**config.mk**
```make
export PLATFORM = sky130hd
export DESIGN_NAME = branch_target_cache
export DESIGN_NICKNAME = d
export VERILOG_FILES = /design/src/rtl/btac_pkg.sv /design/src/rtl/btac_addr_split.sv /design/src/rtl/btac_store.sv /design/src/rtl/btac_match.sv /design/src/rtl/branch_target_cache.sv
export SDC_FILE = /design/constraint.sdc
export NUM_CORES = 1
export LEC_CHECK = 0
export BUFFER_PORTS_ARGS = -buffer_cell sky130_fd_sc_hd__buf_2
export CORE_MARGIN = 4
export CORE_UTILIZATION = 57
export DETAILED_ROUTE_END_ITERATION = 16
export PLACE_DENSITY = 0.83
export SYNTH_ARGS = -nofsm -noshare
export SYNTH_HDL_FRONTEND = slang
export SYNTH_SLANG_ARGS = --single-unit
```
**constraint.sdc**
```tcl
create_clock -name clk_i -period 3.4 [get_ports clk_i]
set_input_delay 0 -clock clk_i [delete_from_list [all_inputs] [get_ports clk_i]]
set_output_delay 0 -clock clk_i [all_outputs]
set_load 0.02 [all_outputs]
```
**src/rtl/btac_pkg.sv**
```systemverilog
package btac_pkg;
  localparam int DEF_ADDR_W = 32;
  localparam int DEF_IDX_W  = 4;
  localparam int DEF_HIST_W = 2;
  localparam int DEF_OFF_W  = 2;
endpackage

```
**src/rtl/btac_addr_split.sv**
```systemverilog
module btac_addr_split #(
  parameter int ADDR_W = btac_pkg::DEF_ADDR_W,
  parameter int IDX_W  = btac_pkg::DEF_IDX_W,
  parameter int OFF_W  = btac_pkg::DEF_OFF_W,
  localparam int TAG_W = ADDR_W - IDX_W - OFF_W
) (
  input  logic [ADDR_W-1:0] pc_i,
  output logic [IDX_W-1:0]  idx_o,
  output logic [TAG_W-1:0]  tag_o
);
  logic unused_off;
  assign unused_off = ^pc_i[OFF_W-1:0];
  assign idx_o = pc_i[OFF_W +: IDX_W];
  assign tag_o = pc_i[ADDR_W-1 -: TAG_W];
endmodule

```
**src/rtl/btac_store.sv**
```systemverilog
module btac_store #(
  parameter int IDX_W  = btac_pkg::DEF_IDX_W,
  parameter int TAG_W  = 26,
  parameter int ADDR_W = btac_pkg::DEF_ADDR_W,
  parameter int HIST_W = btac_pkg::DEF_HIST_W,
  localparam int DEPTH = 1 << IDX_W
) (
  input  logic              clk_i,
  input  logic              rst_ni,
  input  logic              wr_en_i,
  input  logic [IDX_W-1:0]  wr_idx_i,
  input  logic [TAG_W-1:0]  wr_tag_i,
  input  logic [ADDR_W-1:0] wr_target_i,
  input  logic [HIST_W-1:0] wr_hist_i,
  input  logic [IDX_W-1:0]  rd_idx_i,
  output logic              rd_valid_o,
  output logic [TAG_W-1:0]  rd_tag_o,
  output logic [ADDR_W-1:0] rd_target_o,
  output logic [HIST_W-1:0] rd_hist_o
);
  logic [DEPTH-1:0]  valid_q;
  logic [DEPTH-1:0]  we;
  logic [TAG_W-1:0]  tag_q  [DEPTH];
  logic [ADDR_W-1:0] tgt_q  [DEPTH];
  logic [HIST_W-1:0] hist_q [DEPTH];

  for (genvar e = 0; e < DEPTH; e++) begin : g_we
    assign we[e] = wr_en_i && (wr_idx_i == IDX_W'(e));
  end

  always_ff @(posedge clk_i or negedge rst_ni) begin
    if (!rst_ni) begin
      valid_q <= '0;
      for (int e = 0; e < DEPTH; e++) begin
        tag_q[e]  <= '0;
        tgt_q[e]  <= '0;
        hist_q[e] <= '0;
      end
    end else begin
      for (int e = 0; e < DEPTH; e++) begin
        if (we[e]) begin
          valid_q[e] <= 1'b1;
          tag_q[e]   <= wr_tag_i;
          tgt_q[e]   <= wr_target_i;
          hist_q[e]  <= wr_hist_i;
        end
      end
    end
  end

  // read sees pre-edge contents: old data on same-slot collision
  assign rd_valid_o  = valid_q[rd_idx_i];
  assign rd_tag_o    = tag_q[rd_idx_i];
  assign rd_target_o = tgt_q[rd_idx_i];
  assign rd_hist_o   = hist_q[rd_idx_i];
endmodule

```
**src/rtl/btac_match.sv**
```systemverilog
module btac_match #(
  parameter int TAG_W  = 26,
  parameter int ADDR_W = btac_pkg::DEF_ADDR_W,
  parameter int HIST_W = btac_pkg::DEF_HIST_W
) (
  input  logic              valid_i,
  input  logic [TAG_W-1:0]  stored_tag_i,
  input  logic [TAG_W-1:0]  fetch_tag_i,
  input  logic [ADDR_W-1:0] target_i,
  input  logic [HIST_W-1:0] hist_i,
  output logic              hit_o,
  output logic [ADDR_W-1:0] target_o,
  output logic [HIST_W-1:0] hist_o
);
  always_comb begin
    hit_o    = valid_i && (stored_tag_i == fetch_tag_i);
    target_o = hit_o ? target_i : '0;
    hist_o   = hit_o ? hist_i : '0;
  end
endmodule

```
**src/rtl/branch_target_cache.sv**
```systemverilog
module branch_target_cache #(
  parameter int ADDR_W = btac_pkg::DEF_ADDR_W,
  parameter int IDX_W  = btac_pkg::DEF_IDX_W,
  parameter int HIST_W = btac_pkg::DEF_HIST_W,
  parameter int OFF_W  = btac_pkg::DEF_OFF_W
) (
  input  logic              clk_i,
  input  logic              rst_ni,
  input  logic [ADDR_W-1:0] lkp_pc_i,
  output logic              lkp_hit_o,
  output logic [ADDR_W-1:0] lkp_target_o,
  output logic [HIST_W-1:0] lkp_hist_o,
  input  logic              upd_en_i,
  input  logic [ADDR_W-1:0] upd_pc_i,
  input  logic [ADDR_W-1:0] upd_target_i,
  input  logic [HIST_W-1:0] upd_hist_i
);
  localparam int TAG_W = ADDR_W - IDX_W - OFF_W;

  logic [IDX_W-1:0]  lkp_idx, upd_idx;
  logic [TAG_W-1:0]  lkp_tag, upd_tag, rd_tag;
  logic              rd_valid;
  logic [ADDR_W-1:0] rd_target;
  logic [HIST_W-1:0] rd_hist;

  btac_addr_split #(.ADDR_W(ADDR_W), .IDX_W(IDX_W), .OFF_W(OFF_W)) u_split_lkp (
    .pc_i(lkp_pc_i), .idx_o(lkp_idx), .tag_o(lkp_tag)
  );

  btac_addr_split #(.ADDR_W(ADDR_W), .IDX_W(IDX_W), .OFF_W(OFF_W)) u_split_upd (
    .pc_i(upd_pc_i), .idx_o(upd_idx), .tag_o(upd_tag)
  );

  btac_store #(.IDX_W(IDX_W), .TAG_W(TAG_W), .ADDR_W(ADDR_W), .HIST_W(HIST_W)) u_store (
    .clk_i       (clk_i),
    .rst_ni      (rst_ni),
    .wr_en_i     (upd_en_i),
    .wr_idx_i    (upd_idx),
    .wr_tag_i    (upd_tag),
    .wr_target_i (upd_target_i),
    .wr_hist_i   (upd_hist_i),
    .rd_idx_i    (lkp_idx),
    .rd_valid_o  (rd_valid),
    .rd_tag_o    (rd_tag),
    .rd_target_o (rd_target),
    .rd_hist_o   (rd_hist)
  );

  btac_match #(.TAG_W(TAG_W), .ADDR_W(ADDR_W), .HIST_W(HIST_W)) u_match (
    .valid_i      (rd_valid),
    .stored_tag_i (rd_tag),
    .fetch_tag_i  (lkp_tag),
    .target_i     (rd_target),
    .hist_i       (rd_hist),
    .hit_o        (lkp_hit_o),
    .target_o     (lkp_target_o),
    .hist_o       (lkp_hist_o)
  );
endmodule

```
# == Word-level counts from Yosys, hierarchy flattened ==
# Cells that the tools add are included.
# word_totals
ff_bits,976
out_inout_bits,35
input_bits,101
# op_classes
bitwise_logic,1
reduce_logical,18
n_mux,13
magnitude_cmp,2
n_eq_ne,16
# op_table
op,n
binary-select mux 32 bit (select 4 bit),1
binary-select mux 26 bit (select 4 bit),1
2-to-1 mux 32 bit,3
2-to-1 mux 26 bit,2
equality test 4 bit (second input constant),8
equality test 26 bit,1
logical AND 1 bit,17
equality test 4 x 3 -> 1 bit (second input constant),4
binary-select mux 2 bit (select 4 bit),1
equality test 4 x 2 -> 1 bit (second input constant),2
2-to-1 mux 2 bit,3
>= comparator 5 bit (second input constant),1
< comparator 4 x 5 -> 1 bit (second input constant),1
inverter 4 -> 5 bit,1
binary-select mux 1 bit (select 4 bit),1
equality test 4 x 1 -> 1 bit (second input constant),1
logical NOT 4 bit,1
2-to-1 mux 1 bit,1

# == Logic depth before layout (Yosys ltp) ==
# depth
word_depth,7
mapped_depth,12
depth_no_buf,7

# == Cells and area by module ==
# A second synthesis with hierarchy kept.
# hier_totals
hier_cells,2830
hier_area_um2,44620.3
# by_module_without_submodules
module,seq_area_each_um2,n_inst,area_per_inst_um2,cells_each
btac_store,24423.4,1,43187.7,2650
btac_match,0.0,1,982.2,120
btac_addr_split,0.0,2,225.2,30

# == Least setup slack after synthesis ==
# OpenSTA, ideal clock, no wires.
# synth_timing
path_type,input port to output port
from,in lkp_pc_i[3]
to,out lkp_target_o[10]
path_buffers,7
arrival_time_ps,2524
cell_stages,10
setup_slack_ps,876
path_cell_list,buf_6 -> buf_6 -> buf_2 -> buf_2 -> buf_2 -> buf_2 -> clkbuf_1 -> mux4_2 -> mux4_2 -> and4_1
# synth_between
elab_chain_len,7
# synth_lines
element,line_no,source
from (decl),branch_target_cache.sv:9,"input logic [ADDR_W-1:0] lkp_pc_i,"
inverter 4 -> 5 bit (not written as such),"btac_store.sv:53, btac_store.sv:54",
binary-select mux 26 bit (select 4 bit),btac_store.sv:53,assign rd_tag_o = tag_q[rd_idx_i];
2-to-1 mux 26 bit (not written as such) (2 in series),btac_store.sv:53,
equality test 26 bit,btac_match.sv:16,hit_o = valid_i && (stored_tag_i == fetch_tag_i);
logical AND 1 bit,btac_match.sv:16,
2-to-1 mux 32 bit *,btac_match.sv:17,target_o = hit_o ? target_i : '0;
to (decl),branch_target_cache.sv:11,"output logic [ADDR_W-1:0] lkp_target_o,"
# Every way passes the cells marked *; elsewhere a longest branch is shown, timed or not. The select of a mux whose other input is x is not followed.

# == Final worst setup path ==
# layout_timing
from,reg u_store.tag_q[9] (netlist name)
to,out lkp_hist_o[0]
# layout_between
elab_chain_len,6
# layout_lines
element,line_no,source
from (decl),btac_store.sv:23,logic [TAG_W-1:0] tag_q [DEPTH];
"from (signal, indexed assignment)",btac_store.sv:43,tag_q[e] <= wr_tag_i;
binary-select mux 26 bit (select 4 bit),btac_store.sv:53,
2-to-1 mux 26 bit (not written as such) (2 in series),btac_store.sv:53,
equality test 26 bit,btac_match.sv:16,
logical AND 1 bit,btac_match.sv:16,
2-to-1 mux 2 bit,btac_match.sv:18,hist_o = hit_o ? hist_i : '0;
to (decl),branch_target_cache.sv:12,"output logic [HIST_W-1:0] lkp_hist_o,"
# Every way passes these cells. The select of a mux whose other input is x is not followed.

==> metrics.log <==
INFO  metric initial_core_util = 57.4%
INFO  metric critPathMaxFanout = 5
INFO  metric synth_top_cell_area_share = 55.1%
INFO  metric slew_viol_final = 0
INFO  metric timing.critical_path.required = 3400 ps
INFO  metric ys_async_sr_fraction = 100%
INFO  metric run_status = finished, violations left
INFO  metric violations = negative setup slack
INFO  metric die_w = 287 um
INFO  metric top_signal_layer_used = met5
INFO  metric ant_nets = 0
INFO  metric met2_wirelength = 55,100 um
INFO  metric cp_startpoint_kind = register
INFO  metric synth.yosys.seq_area_share = 55.1%
INFO  metric clockBufferDepth = 3
INFO  metric io_buffers = 131
INFO  metric postSynthAreaPerCell = 16.5 um2
INFO  metric wire_per_inst = 27.7 um
INFO  metric post_dp_cell_area = 0.0465 mm2
INFO  metric syn-num-nets = 2,796
INFO  metric drv.max_cap_violation_count = 0
INFO  metric synth_edf_count = 0
INFO  metric place.detailed.hpwl = 61,900 um
INFO  metric drt-pass1-iter-count = 4
INFO  metric hold_class = in -> reg
INFO  metric die_h = 287 um
INFO  metric final.period_utilization = 106%
INFO  metric finalClockSkew = 0 ps
INFO  metric postLayoutCellArea = 0.0508 mm2
INFO  metric wl_met3 = 6310 um
INFO  metric placed_cells_incl_taps = 3,710
INFO  metric minimum_hold_slack = 195 ps
INFO  metric drcViolationCount = 0
INFO  metric sink_count_of_the_clock_tree = 976
INFO  metric tritoncts.num_buffers = 98
INFO  metric setup-violations-final = 35
INFO  metric grt_antenna_before_repair = 9
INFO  metric setup_total_negative_slack = -6560 ps
INFO  metric clk_pin_slew = 70 ps
INFO  metric rsz0062_at_grt = true
INFO  metric core_area = 0.0773 mm2
INFO  metric ys_warn_count = 0
INFO  metric p_per_area = 642 mW/mm2
INFO  metric synth_area_leader = sky130_fd_sc_hd__dfrtp_1
INFO  metric fmax = 277 MHz
INFO  metric num_vias = 25,300
INFO  metric cts_root_buf = sky130_fd_sc_hd__clkbuf_16
INFO  metric grt_first_pass_wirelength = 168,000 um
INFO  metric fin_cells = 3,960
INFO  metric synth-main-ff-cell = sky130_fd_sc_hd__dfrtp_1
INFO  metric cts.htree.levels = 3
INFO  metric syn_inst = 2,695
INFO  metric vdd_ir_drop_max = 549 uV
INFO  metric worst-slew-pin-transition = 864 ps
INFO  metric yosysUniqueCellTypes = 55
INFO  metric timing.final.ws_setup = -213 ps
INFO  metric cts_tree = yes
INFO  metric synth_top_cells_by_area = sky130_fd_sc_hd__dfrtp_1, sky130_fd_sc_hd__mux2_2, sky130_fd_sc_hd__mux4_2, sky130_fd_sc_hd__clkbuf_1, sky130_fd_sc_hd__mux2i_1
INFO  metric static_leakage = 21.7 nW
INFO  metric fp-row-count = 102
INFO  metric placement.setup.worst_slack = 156 ps
INFO  metric first_iteration_detailed_routing_drc_count = 1,647
INFO  metric fp.dieArea = 0.0824 mm2
INFO  metric netlist_top_cells_count = sky130_fd_sc_hd__dfrtp_1, sky130_fd_sc_hd__mux2_2, sky130_fd_sc_hd__mux4_2
INFO  metric slew_headroom = 42.2%
INFO  metric globalRoute.totalOverflow = 0
INFO  metric fin_nets = 2,939
INFO  metric synth-seq-cells = 976
INFO  metric via_per_inst = 6.40
INFO  metric fillers = 5,189
INFO  metric routabilityCongestion = 0.785
INFO  metric area_growth_syn_to_layout = 14.4%
INFO  metric final.min_clock_period = 3610 ps
INFO  metric routed_wl = 110,000 um
INFO  metric wirelength_met1 = 44,900 um
INFO  metric grt_util_overall = 26.8%
INFO  metric post_synth_instance_area = 0.0444 mm2
INFO  metric largest_net_degree_at_the_start_of_global_routing = 139
INFO  metric number_of_global_route_vias_before_repair = 28,100
INFO  metric drive_above_1_share = 56.7%
INFO  metric end_kind = output port
INFO  metric most_instantiated_library_cell_after_synthesis = sky130_fd_sc_hd__dfrtp_1
INFO  metric final_hold_viol_count = 0
INFO  metric boundaryPins = 136
INFO  metric data_arrival_time_at_the_worst_slack_endpoint = 3610 ps
INFO  metric worstSkewPairLatency = 660 ps
INFO  metric timing_worst_setup_path_type = reg -> out
-- cell families after synthesis --
family / synth area share (%)
multiplexers: 39.2
AND/OR/NAND/NOR: 1.80
buffers and inverters: 2.47
flip-flops: 55.1
AO/OA/AOI/OAI: 0.858
XOR/XNOR: 0.652
-- timing repair --
item,4_1_cts,5_1_grt
endpoints found under the hold margin,1196,0
setup buffers,2,0
hold buffers,63,0
gates resized for setup,44,31
endpoints found under the setup margin,35,35
cloned,1,3
pin swaps,1,5
-- flip-flops by register name (all words and copies together), names as in the netlist --
signal and cells:
u_store.tag_q 416, u_store.hist_q 32, u_store.valid_q 16, u_store.tgt_q 512
-- placed cells by master, fill, tap and decap left out, types with 4 or more instances in the layout --
cell                            count
sky130_fd_sc_hd__buf_12            32
sky130_fd_sc_hd__buf_4             67
sky130_fd_sc_hd__nand2b_1          10
sky130_fd_sc_hd__o22ai_1            6
sky130_fd_sc_hd__mux4_2           275
sky130_fd_sc_hd__clkinv_2          12
sky130_fd_sc_hd__nor2_4             9
sky130_fd_sc_hd__clkbuf_1          27
sky130_fd_sc_hd__xnor2_1           19
sky130_fd_sc_hd__mux2_2           960
sky130_fd_sc_hd__and4_1            33
sky130_fd_sc_hd__dfrtp_1          976
sky130_fd_sc_hd__or2_2             10
sky130_fd_sc_hd__nor2_1            11
sky130_fd_sc_hd__bufinv_16          6
sky130_fd_sc_hd__diode_2            5
sky130_fd_sc_hd__clkbuf_8          27
sky130_fd_sc_hd__xor2_1            10
sky130_fd_sc_hd__dlygate4sd3_1     63
sky130_fd_sc_hd__a22o_1             4
sky130_fd_sc_hd__nor2b_1            7
sky130_fd_sc_hd__o21ai_0            5
sky130_fd_sc_hd__clkbuf_16        101
sky130_fd_sc_hd__xnor2_2            4
sky130_fd_sc_hd__nand2_1            8
sky130_fd_sc_hd__nor3_1             7
sky130_fd_sc_hd__buf_6             24
sky130_fd_sc_hd__a221oi_2           4
sky130_fd_sc_hd__buf_2             92
sky130_fd_sc_hd__mux2i_1           36
-- report_power, final --
part / switching (mW) / leakage (nW) / internal (mW)
combinational: 2.20 / 8.14 / 3.73
clock: 4.53 / 1.62 / 6.38
sequential: 1.41 / 11.9 / 14.3
-- area by class of cell --
cell class	instances	area (um2)	area share (%)
clock inverters	25	367	0.722
multi-input cells	1473	19000	37.5
repair buffers	286	2680	5.28
well taps	1040	1300	2.56
inverters	3	13.8	0.0271
clock buffers	152	2930	5.76
diodes	5	12.5	0.0246
flip-flops and latches	976	24400	48.1
-- worst max-delay path, cell delays in order (launching register included) --
cell and delay (ps):
sky130_fd_sc_hd__dfrtp_1 390, sky130_fd_sc_hd__mux4_2 480, sky130_fd_sc_hd__mux4_2 510, sky130_fd_sc_hd__xnor2_2 250, sky130_fd_sc_hd__o2111ai_2 190, sky130_fd_sc_hd__nor4_4 360
sky130_fd_sc_hd__buf_12 210, sky130_fd_sc_hd__buf_16 170, sky130_fd_sc_hd__and4_1 240, sky130_fd_sc_hd__buf_6 130
-- metrics by stage --
step,util (%),power (mW)
2_1_floorplan,-,19.8
3_3_place_gp,60.1,21.0
3_5_place_dp,60.1,21.7
4_1_cts,65.4,32.7
5_1_grt,65.6,33.9
6_report,65.6,32.6
-- per-layer routing --
layer / up-vias / global-route usage, %
li1: 10400 / -
met1: 13900 / 36.2
met2: 793 / 44.7
met3: 215 / 5.34
met4: 6 / 8.24
met5: - / 0
-- final timing paths --
| kind | from | endpoint | slack (ps) | cells after the start |
|---|---|---|---|---|
| min in group asynchronous | rst_ni | u_store.tgt_q[169] | 520 | 3 |
| worst min-delay path | upd_pc_i[2] | u_store.hist_q[6] | 190 | 4 |
| worst max register to register | u_store.valid_q[11] | u_store.valid_q[11] | 2580 | 1 |
| worst max-delay path | u_store.tag_q[9] | lkp_hist_o[0] | -210 | 9 |
| worst min register to register | u_store.valid_q[7] | u_store.valid_q[7] | 460 | 1 |
| max in group asynchronous | rst_ni | u_store.tag_q[166] | 1660 | 4 |
Note: power is estimated with default switching activity, not from simulation.
